<file path="src/rtl/ipu_pkg.sv">
package ipu_pkg;
  localparam int PRI_W  = 8;
  localparam int SRC_W  = 24;
  localparam int WORD_W = PRI_W + SRC_W;

  typedef logic [PRI_W-1:0] pri_t;
  typedef logic [SRC_W-1:0] src_t;

  typedef enum logic [1:0] {
    OP_SET_PRI = 2'd0,
    OP_SET_IPI = 2'd1,
    OP_ACCEPT  = 2'd2,
    OP_EOI     = 2'd3
  } ipu_op_e;

  typedef struct packed {
    pri_t cur_pri;
    src_t pend_src;
    pri_t pend_pri;
    pri_t ipi_lvl;
  } ipu_state_t;

  localparam pri_t PRI_NONE = '1;
endpackage

</file>
<file path="src/rtl/ipu_op_stage.sv">
module ipu_op_stage
  import ipu_pkg::*;
#(
  parameter src_t IPI_SRC = 24'd2
) (
  input  ipu_state_t          cur,
  input  logic                op_valid,
  input  logic [1:0]          op_code,
  input  logic [WORD_W-1:0]   op_data,
  output ipu_state_t          nxt,
  output logic                rej_vld,
  output src_t                rej_src,
  output logic                eoi_vld,
  output src_t                eoi_src,
  output logic                resend,
  output logic                acc_vld,
  output logic [WORD_W-1:0]   acc_word
);
  localparam int PRI_LSB = SRC_W;

  ipu_state_t st;
  logic       want_resend;
  logic       want_ipi;
  pri_t       arg_pri;

  assign arg_pri = op_data[PRI_W-1:0];

  always_comb begin
    st          = cur;
    rej_vld     = 1'b0;
    rej_src     = '0;
    eoi_vld     = 1'b0;
    eoi_src     = '0;
    resend      = 1'b0;
    acc_vld     = 1'b0;
    acc_word    = '0;
    want_resend = 1'b0;
    want_ipi    = 1'b0;

    if (op_valid) begin
      unique case (ipu_op_e'(op_code))
        OP_SET_PRI: begin
          st.cur_pri = arg_pri;
          if (arg_pri < cur.cur_pri) begin
            if ((cur.pend_src != '0) && (arg_pri <= cur.pend_pri)) begin
              rej_vld     = 1'b1;
              rej_src     = cur.pend_src;
              st.pend_src = '0;
              st.pend_pri = PRI_NONE;
            end
          end else if (cur.pend_src == '0) begin
            want_resend = 1'b1;
          end
        end
        OP_SET_IPI: begin
          st.ipi_lvl = arg_pri;
          if (arg_pri < cur.cur_pri) want_ipi = 1'b1;
        end
        OP_ACCEPT: begin
          acc_vld     = 1'b1;
          acc_word    = {cur.cur_pri, cur.pend_src};
          st.cur_pri  = cur.pend_pri;
          st.pend_src = '0;
          st.pend_pri = PRI_NONE;
        end
        OP_EOI: begin
          st.cur_pri = op_data[WORD_W-1:PRI_LSB];
          eoi_vld    = 1'b1;
          eoi_src    = op_data[SRC_W-1:0];
          if (cur.pend_src == '0) want_resend = 1'b1;
        end
        default: ;
      endcase
    end

    // resend: IPI check first, then replay request
    if (want_resend) begin
      resend = 1'b1;
      if (st.ipi_lvl < st.cur_pri) want_ipi = 1'b1;
    end

    if (want_ipi) begin
      if (!((st.pend_src != '0) && (st.pend_pri <= st.ipi_lvl))) begin
        if (st.pend_src != '0) begin
          rej_vld = 1'b1;
          rej_src = st.pend_src;
        end
        st.pend_src = IPI_SRC;
        st.pend_pri = st.ipi_lvl;
      end
    end

    nxt = st;
  end
endmodule

</file>
<file path="src/rtl/ipu_dlv_stage.sv">
module ipu_dlv_stage
  import ipu_pkg::*;
(
  input  ipu_state_t cur,
  input  logic       dlv_valid,
  input  src_t       dlv_src,
  input  pri_t       dlv_prio,
  output ipu_state_t nxt,
  output logic       rej_vld,
  output src_t       rej_src
);
  logic occupied;
  logic refuse;

  assign occupied = (cur.pend_src != '0);
  assign refuse   = (dlv_prio >= cur.cur_pri) ||
                    (occupied && (cur.pend_pri <= dlv_prio));

  always_comb begin
    nxt     = cur;
    rej_vld = 1'b0;
    rej_src = '0;
    if (dlv_valid) begin
      if (refuse) begin
        rej_vld = 1'b1;
        rej_src = dlv_src;
      end else begin
        if (occupied) begin
          rej_vld = 1'b1;
          rej_src = cur.pend_src;
        end
        nxt.pend_src = dlv_src;
        nxt.pend_pri = dlv_prio;
      end
    end
  end
endmodule

</file>
<file path="src/rtl/irq_present_unit.sv">
module irq_present_unit
  import ipu_pkg::*;
#(
  parameter src_t IPI_SRC   = 24'd2,
  parameter int   SYNC_LEN  = 2
) (
  input  logic              clk,
  input  logic              rst_n,
  input  logic              op_valid,
  input  logic [1:0]        op_code,
  input  logic [31:0]       op_data,
  input  logic              dlv_valid,
  input  logic [23:0]       dlv_src,
  input  logic [7:0]        dlv_prio,
  output logic              irq_out,
  output logic              acc_vld,
  output logic [31:0]       acc_word,
  output logic              rej_a_vld,
  output logic [23:0]       rej_a_src,
  output logic              rej_b_vld,
  output logic [23:0]       rej_b_src,
  output logic              eoi_vld,
  output logic [23:0]       eoi_src,
  output logic              resend_req
);
  localparam ipu_state_t RST_STATE = '{cur_pri: '0, pend_src: '0,
                                       pend_pri: PRI_NONE, ipi_lvl: PRI_NONE};

  // reset: asserted asynchronously, released on the clock
  logic [SYNC_LEN-1:0] rst_pipe;
  logic                rst_s_n;

  always_ff @(posedge clk or negedge rst_n) begin
    if (!rst_n) rst_pipe <= '0;
    else        rst_pipe <= {rst_pipe[SYNC_LEN-2:0], 1'b1};
  end
  assign rst_s_n = rst_pipe[SYNC_LEN-1];

  ipu_state_t state_q;
  ipu_state_t mid_st;
  ipu_state_t end_st;

  logic        op_rej_vld;
  src_t        op_rej_src;
  logic        op_eoi_vld;
  src_t        op_eoi_src;
  logic        op_resend;
  logic        op_acc_vld;
  logic [31:0] op_acc_word;
  logic        dv_rej_vld;
  src_t        dv_rej_src;
  logic        state_en;

  ipu_op_stage #(.IPI_SRC(IPI_SRC)) u_op (
    .cur      (state_q),
    .op_valid (op_valid),
    .op_code  (op_code),
    .op_data  (op_data),
    .nxt      (mid_st),
    .rej_vld  (op_rej_vld),
    .rej_src  (op_rej_src),
    .eoi_vld  (op_eoi_vld),
    .eoi_src  (op_eoi_src),
    .resend   (op_resend),
    .acc_vld  (op_acc_vld),
    .acc_word (op_acc_word)
  );

  ipu_dlv_stage u_dlv (
    .cur       (mid_st),
    .dlv_valid (dlv_valid),
    .dlv_src   (dlv_src),
    .dlv_prio  (dlv_prio),
    .nxt       (end_st),
    .rej_vld   (dv_rej_vld),
    .rej_src   (dv_rej_src)
  );

  assign state_en = op_valid | dlv_valid;

  always_ff @(posedge clk or negedge rst_s_n) begin
    if (!rst_s_n) begin
      state_q <= RST_STATE;
    end else if (state_en) begin
      state_q <= end_st;
    end
  end

  always_ff @(posedge clk or negedge rst_s_n) begin
    if (!rst_s_n) begin
      irq_out    <= 1'b0;
      acc_vld    <= 1'b0;
      acc_word   <= '0;
      rej_a_vld  <= 1'b0;
      rej_a_src  <= '0;
      rej_b_vld  <= 1'b0;
      rej_b_src  <= '0;
      eoi_vld    <= 1'b0;
      eoi_src    <= '0;
      resend_req <= 1'b0;
    end else begin
      if (state_en) irq_out <= (end_st.pend_src != '0);
      acc_vld    <= op_acc_vld;
      acc_word   <= op_acc_word;
      rej_a_vld  <= op_rej_vld;
      rej_a_src  <= op_rej_src;
      rej_b_vld  <= dv_rej_vld;
      rej_b_src  <= dv_rej_src;
      eoi_vld    <= op_eoi_vld;
      eoi_src    <= op_eoi_src;
      resend_req <= op_resend;
    end
  end
endmodule

</file>
<file path="config.mk">
export PLATFORM = sky130hd
export DESIGN_NAME = irq_present_unit
export DESIGN_NICKNAME = d
export VERILOG_FILES = /design/src/rtl/ipu_pkg.sv /design/src/rtl/ipu_op_stage.sv /design/src/rtl/ipu_dlv_stage.sv /design/src/rtl/irq_present_unit.sv
export SDC_FILE = /design/constraint.sdc
export NUM_CORES = 1
export LEC_CHECK = 0
export BUFFER_PORTS_ARGS = -buffer_cell sky130_fd_sc_hd__buf_2
export CORE_UTILIZATION = 45
export DETAILED_ROUTE_END_ITERATION = 10
export PLACE_DENSITY = 0.79
export SETUP_SLACK_MARGIN = 0.5
export SYNTH_ARGS = -nofsm -noshare
export SYNTH_HDL_FRONTEND = slang
export SYNTH_SLANG_ARGS = --single-unit
export TNS_END_PERCENT = 30
</file>
<file path="constraint.sdc">
create_clock -name clk -period 9.9 [get_ports clk]
set_input_delay 0.99 -clock clk [delete_from_list [all_inputs] [get_ports clk]]
set_output_delay 0.99 -clock clk [all_outputs]
set_load 0.01 [all_outputs]
</file>
Word-level counts from Yosys, hierarchy flattened. Index checks and enable logic that the tools add are counted.

Magnitude comparators: 6. Equality and inequality tests: 3. Muxes and demuxes: 48. Bitwise gates (word level): 1. Reductions and logical operators: 10.

Operators with widths (count): $mux 24 (12); $mux 32 (8); $reduce_bool 24->1 (4); $pmux 32 s2 (1); $mux 48 (1); $le 8x8->1 (3); $logic_not 24->1 (1); $pmux 8 s3 (1); $mux 1 (23); $lt 8x8->1 (2); $ge 8x8->1 (1); $mux 8 (1); $eq 2x2->1 const B (2); $logic_and 1x1->1 (3); $eq 2x1->1 const B (1); $logic_not 2->1 (1); $pmux 1 s2 (1); $logic_or 1x1->1 (1); $or 1x1->1 (1).

Flip-flop bits (word level): 160. Logic and storage cells: 83.

Longest topological paths before layout.
Word-level depth: 16. Mapped depth: 26. Depth with buffers taken out: 23.

Hierarchy. Synthesis repeated with hierarchy kept, for this count alone.

Cells, all modules: 747. Area, all modules: 8438.1 um^2.

Modules (own cells, without submodules): irq_present_unit (times used 1, cells an instance 224, area each 4669.5 um^2, sequential area each 4023.9 um^2); ipu_op_stage (times used 1, cells an instance 323, area each 2144.6 um^2, sequential area each 0.0 um^2); ipu_dlv_stage (times used 1, cells an instance 200, area each 1624.1 um^2, sequential area each 0.0 um^2).

Worst setup path before layout. OpenSTA, ideal clock, no wires.

Path kind: input port to flip-flop. Start point: input port op_data[1]. End point: register rej_b_src[10]. Library setup time: 0.065 ns. Arrival time: 6.047 ns. Path slack: 3.788 ns. Stages: 22. Buffers on the path: 2. Path through: ha_1 -> a2111o_1 -> a31o_2 -> o41ai_2 -> nand2b_1 -> ha_1 -> a21o_1 -> a21oi_1 -> nand2b_1 -> o21ai_0 -> a2bb2oi_4 -> buf_4 -> mux2_1 -> ha_1 -> nor2b_1 -> o21a_1 -> o21a_1 -> o21bai_1 -> a211oi_1 -> nor4bb_2 -> buf_2 -> a22o_1.

Cells in the longest elaborated chain, start to end: 15. Elaborated cells between the ends (all ways): 31.

Ends and longest elaborated chain: start: declaration (RTL line irq_present_unit.sv:11) `input logic [31:0] op_data,`; $le 8x8->1 (RTL line ipu_op_stage.sv:45) `if ((cur.pend_src != '0) && (arg_pri <= cur.pend_pri)) begin`; $logic_and 1x1->1 (RTL line ipu_op_stage.sv:45); $mux 32 (RTL line ipu_op_stage.sv:45); $mux 32 (RTL line ipu_op_stage.sv:44) `if (arg_pri < cur.cur_pri) begin`; $pmux 32 s2 (RTL line ipu_op_stage.sv:41) `unique case (ipu_op_e'(op_code))`; $mux 48 (RTL line ipu_op_stage.sv:40) `if (op_valid) begin`; $le 8x8->1 or $reduce_bool 24->1 (tied branches) (RTL line ipu_op_stage.sv:83) `if (!((st.pend_src != '0) && (st.pend_pri <= st.ipi_lvl))) begin`; $logic_and 1x1->1 (RTL line ipu_op_stage.sv:83); $mux 32 (RTL line ipu_op_stage.sv:83); $mux 32 (RTL line ipu_op_stage.sv:82) `if (want_ipi) begin`; $le 8x8->1 or $reduce_bool 24->1 (tied branches) (RTL line ipu_dlv_stage.sv:17, ipu_dlv_stage.sv:15); $logic_and 1x1->1 (RTL line ipu_dlv_stage.sv:17) `(occupied && (cur.pend_pri <= dlv_prio));`; $logic_or 1x1->1 (RTL line ipu_dlv_stage.sv:16) `assign refuse = (dlv_prio >= cur.cur_pri) ||`; $mux 24 * (RTL line ipu_dlv_stage.sv:24) `if (refuse) begin`; $mux 24 * (RTL line ipu_dlv_stage.sv:23) `if (dlv_valid) begin`; net dv_rej_src[10] (RTL line irq_present_unit.sv:51) `src_t dv_rej_src;`; end signal: assignment (RTL line irq_present_unit.sv:108) `rej_b_src <= dv_rej_src;`; end: declaration (RTL line irq_present_unit.sv:21) `output logic [23:0] rej_b_src,`.

Mark *: on every way through the listed nets, which the timed path passes. The rest lies on a longest branch. A chain may end at the register's enable or synchronous reset.

Worst setup path in the final report.
Start point: input port op_code[0]. End point: register state_q[15] (netlist name).

Cells in the longest elaborated chain, start to end: 12. Elaborated cells between the ends (all ways): 27.

Ends and longest elaborated chain: start: declaration (RTL line irq_present_unit.sv:10) `input logic [1:0] op_code,`; $eq 2x2->1 (tied with other cells) (RTL line ipu_op_stage.sv:41); $pmux 8 s3 (tied with other cells) (RTL line ipu_op_stage.sv:41); $mux 48 (RTL line ipu_op_stage.sv:40); $lt 8x8->1 (tied with other cells) (RTL line ipu_op_stage.sv:79) `if (st.ipi_lvl < st.cur_pri) want_ipi = 1'b1;`; $mux 1 or $logic_and 1x1->1 (tied branches) (RTL line ipu_op_stage.sv:79, ipu_op_stage.sv:83); $mux 1 or $mux 32 (tied branches) (RTL line ipu_op_stage.sv:77, ipu_op_stage.sv:83); $mux 32 (RTL line ipu_op_stage.sv:82); $le 8x8->1 or $reduce_bool 24->1 (tied branches) (RTL line ipu_dlv_stage.sv:17, ipu_dlv_stage.sv:15); $logic_and 1x1->1 (RTL line ipu_dlv_stage.sv:17); $logic_or 1x1->1 (RTL line ipu_dlv_stage.sv:16); $mux 32 (RTL line ipu_dlv_stage.sv:24); $mux 32 * (RTL line ipu_dlv_stage.sv:23); end signal: assignment (RTL line irq_present_unit.sv:85) `state_q <= end_st;`; end: declaration (RTL line irq_present_unit.sv:39) `ipu_state_t state_q;`.

Every way passes the cells marked *; elsewhere a longest branch is shown, timed or not.

==> impl_metrics.py <==
metrics = {
    "status": {
        "status": "completed",
    },
    "clock_tree": {
        "cts-resized-gates": 0,
        "tritoncts.num_buffers": 17,
        "h-tree-depth": 4,
        "clk_latency_ps": 420,
        "clock-root-buffer": "clkbuf_16",
        "hold_buffers": 0,
        "clock-sinks": 160,
        "cts_tree": "done",
        "path_clk_slew_ps": 70,
        "post_cts_buffers": 0,
        "max-clock-path-buffers": 2,
    },
    "pwr": {
        "powerDensity_nw_per_um2": 237,
        "ir_drop_v": 0.000132,
        "finalPower_w": 0.00213,
        "p_leak_nw": 4.87,
    },
    "layout": {
        "antennaDiodeCount": 0,
        "area_growth_pct": 23.1,
        "seqCellArea_um2": 4030,
        "final_cell_mix": "179 x buf_2, 143 x dfrtp_1, 52 x inv_1, 50 x ha_1, 48 x and3_1",
        "fill_cells": 1327,
        "multi_input_area_um2": 2970,
        "nNetsFinal": 909,
        "final_common_cell": "buf_2",
        "drive_above_1_share_pct": 33.0,
    },
    "global_routing": {
        "globalRouteOverflowTotal": 0,
        "antenna_found_initial": 0,
        "track_usage_pct": 22.8,
        "grt_pass1_vias": 5481,
        "grt_max_degree": 87,
        "grt_pass1_wl_um": 28700,
    },
    "yosys": {
        "yosysWarnings": 0,
        "synth.area.mux_share_pct": 4.82,
        "synth_edf_count": 0,
        "syn_avg_cell_area_um2": 11.8,
        "synth_seq_area_share_pct": 55.1,
        "synth_fa_ha_area_share_pct": 8.57,
        "async_flop_share_pct": 100,
        "ys_types": 56,
        "synth_compound_area_share_pct": 12.9,
        "synth_top_family_by_area": "simple AND/OR/NAND/NOR gates",
        "syn_area_um2": 7300,
        "syn_inst": 616,
        "synth_xor_area_share_pct": 0,
        "ys_seq_elements": 160,
        "synth_top_flop_cell": "dfrtp_1",
        "yosys.area_share.simple_pct": 13.9,
        "syn_nets": 736,
    },
    "die": {
        "die-area_um2": 16700,
        "initial_utilization_pct": 45.9,
        "core_um2": 15900,
        "row_count": 46,
        "dieWidth_um": 129,
        "dieHeight_um": 129,
        "ios": 180,
    },
    "routing": {
        "met1_length_um": 8050,
        "drc_errors": 0,
        "vias_per_cell": 5.45,
        "drt_wl_total_um": 18600,
        "drt.antenna.violating_nets": 0,
        "dr.pass1.iters": 5,
        "highest_layer": "met4",
        "wl_met2_um": 8710,
        "drtIter0Drc": 430,
        "met3_wirelength_um": 1230,
        "wl_per_cell_um": 18.2,
        "vias": 5550,
    },
    "placed_design": {
        "gp_congestion": 0.915,
        "portBuffers": 179,
        "dp_hpwl_um": 13300,
    },
    "worst_setup_path": {
        "crit_type": "input pin to flop",
        "worstPathMaxFanout": 33,
        "endpoint_kind": "flop",
        "worstPathRequired_ps": 10250,
        "startpoint_type": "input pin",
        "ff2ff_path_depth": 24,
        "cp_data_arrival_time_ps": 7230,
        "reg2reg_slack_ps": 3460,
        "timing.rr.end": "state_q[15]",
        "reg2reg_from": "state_q[13]",
    },
    "timing": {
        "tns_ps": 0,
        "fin_crit_sh_pct": 69.5,
        "period_needed_ps": 6880,
        "hold_viol_final": 0,
        "setup_viol": 0,
        "max_freq_mhz": 145,
        "skew_ps": 10.1,
        "rsz0062_at_grt": "no",
        "worst_slew_pin_slew_ps": 1110,
        "slew_headroom_pct": 26.1,
        "slew_viol_final": 0,
    },
    "flow_run": {
        "cap_viol_max_count": 0,
    },
    "min_path": {
        "holdCritPathClass": "input pin to async pin",
    },
}
## layer usage
metal | vias up | track usage [%]
met5 | - | 0
met4 | 0 | 11.3
met2 | 243 | 36.4
met1 | 2694 | 29.7
met3 | 45 | 4.29
li1 | 2568 | -
## synthesized netlist by cell type, types with 5 or more instances
master	count	area share (%)
dfstp_2	16	5.8
clkbuf_1	19	0.98
nand4_1	6	0.51
nand2_1	19	0.98
mux2i_1	7	0.96
a21o_1	6	0.62
nor2b_1	29	2.5
o21ai_0	21	1.4
buf_4	5	0.51
nor4_1	13	1.1
nand2b_1	10	0.86
nor3_1	9	0.62
dfrtp_1	144	49
ha_1	50	8.6
mux2_1	6	0.93
a22o_1	45	5.4
a222oi_1	8	1.1
nor2_1	23	1.2
buf_2	5	0.34
mux2_2	19	2.9
a21oi_1	13	0.89
inv_1	52	2.7
and3_1	48	4.1
## through the flow
| stage | hold slack [ps] | setup slack (ps) | instances | instance area (µm²) | util, % |
|---|---|---|---|---|---|
| after floorplan | 331 | 3790 | 616 | 7300 | - |
| after global placement | 335 | 2950 | 986 | 8390 | 52.8 |
| after detailed placement | 346 | 2710 | 986 | 8390 | 52.8 |
| after CTS | 339 | 3120 | 1018 | 8980 | 56.5 |
| after global routing | 337 | 2600 | 1018 | 8980 | 56.5 |
| final | 352 | 3020 | 1018 | 8980 | 56.5 |
## state kept, by name, indices dropped and copies added, names as in the netlist
| register | cells |
|---|---|
| eoi_src | 24 |
| rst_pipe | 2 |
| acc_vld | 1 |
| rej_b_vld | 1 |
| eoi_vld | 1 |
| rej_a_vld | 1 |
| irq_out | 1 |
| rej_b_src | 24 |
| resend_req | 1 |
| state_q | 48 |
| rej_a_src | 24 |
| acc_word | 32 |
## kinds of logic after synthesis
group | after synthesis
flops | 160
compound gates | 118
buf+inv | 82
other cells | 1
fa+ha+maj | 50
simple gates | 173
mux | 32
## final cells by class
cell class              instances  area share, %
multi-input cells             374           33.0
well taps                     216           3.01
flip-flops and latches        160           44.8
repair buffers                184           10.4
inverters                      52           2.17
clock buffers                  17           4.74
clock inverters                15           1.84
## report_power, final
group | leakage (nW) | total, W | internal (W) | switching [W]
clock network | 0.285 | 0.000636 | 0.000339 | 0.000297
registers | 2.10 | 0.000894 | 0.000784 | 0.000110
logic | 2.49 | 0.000602 | 0.000270 | 0.000332
## critical path: stages
cell,delay (ps)
buf_2,120
inv_1,80
ha_1,900
nand2_1,550
o41ai_2,270
or2_2,230
inv_1,40
ha_1,190
nor2b_1,100
o21ai_0,100
a21oi_1,180
o21ai_0,220
a2bb2oi_4,510
mux2_1,390
ha_1,300
nor2b_1,150
o21a_1,140
o21a_1,110
o21bai_1,80
a211oi_1,630
or2_1,190
buf_4,350
mux2_2,390
## worst max-delay path by stage
| stage | startpoint | cells after the start | end |
|---|---|---|---|
| 4_1_cts | op_code[0] | 23 | state_q[15] |
| 6_report | op_code[0] | 23 | state_q[15] |
| 3_5_place_dp | op_valid | 18 | state_q[15] |
| 2_1_floorplan | op_data[1] | 22 | rej_b_src[10] |
| 5_1_grt | op_code[0] | 23 | state_q[15] |
| 3_3_place_gp | op_valid | 18 | state_q[14] |
Power figures use the tool's default switching activity.
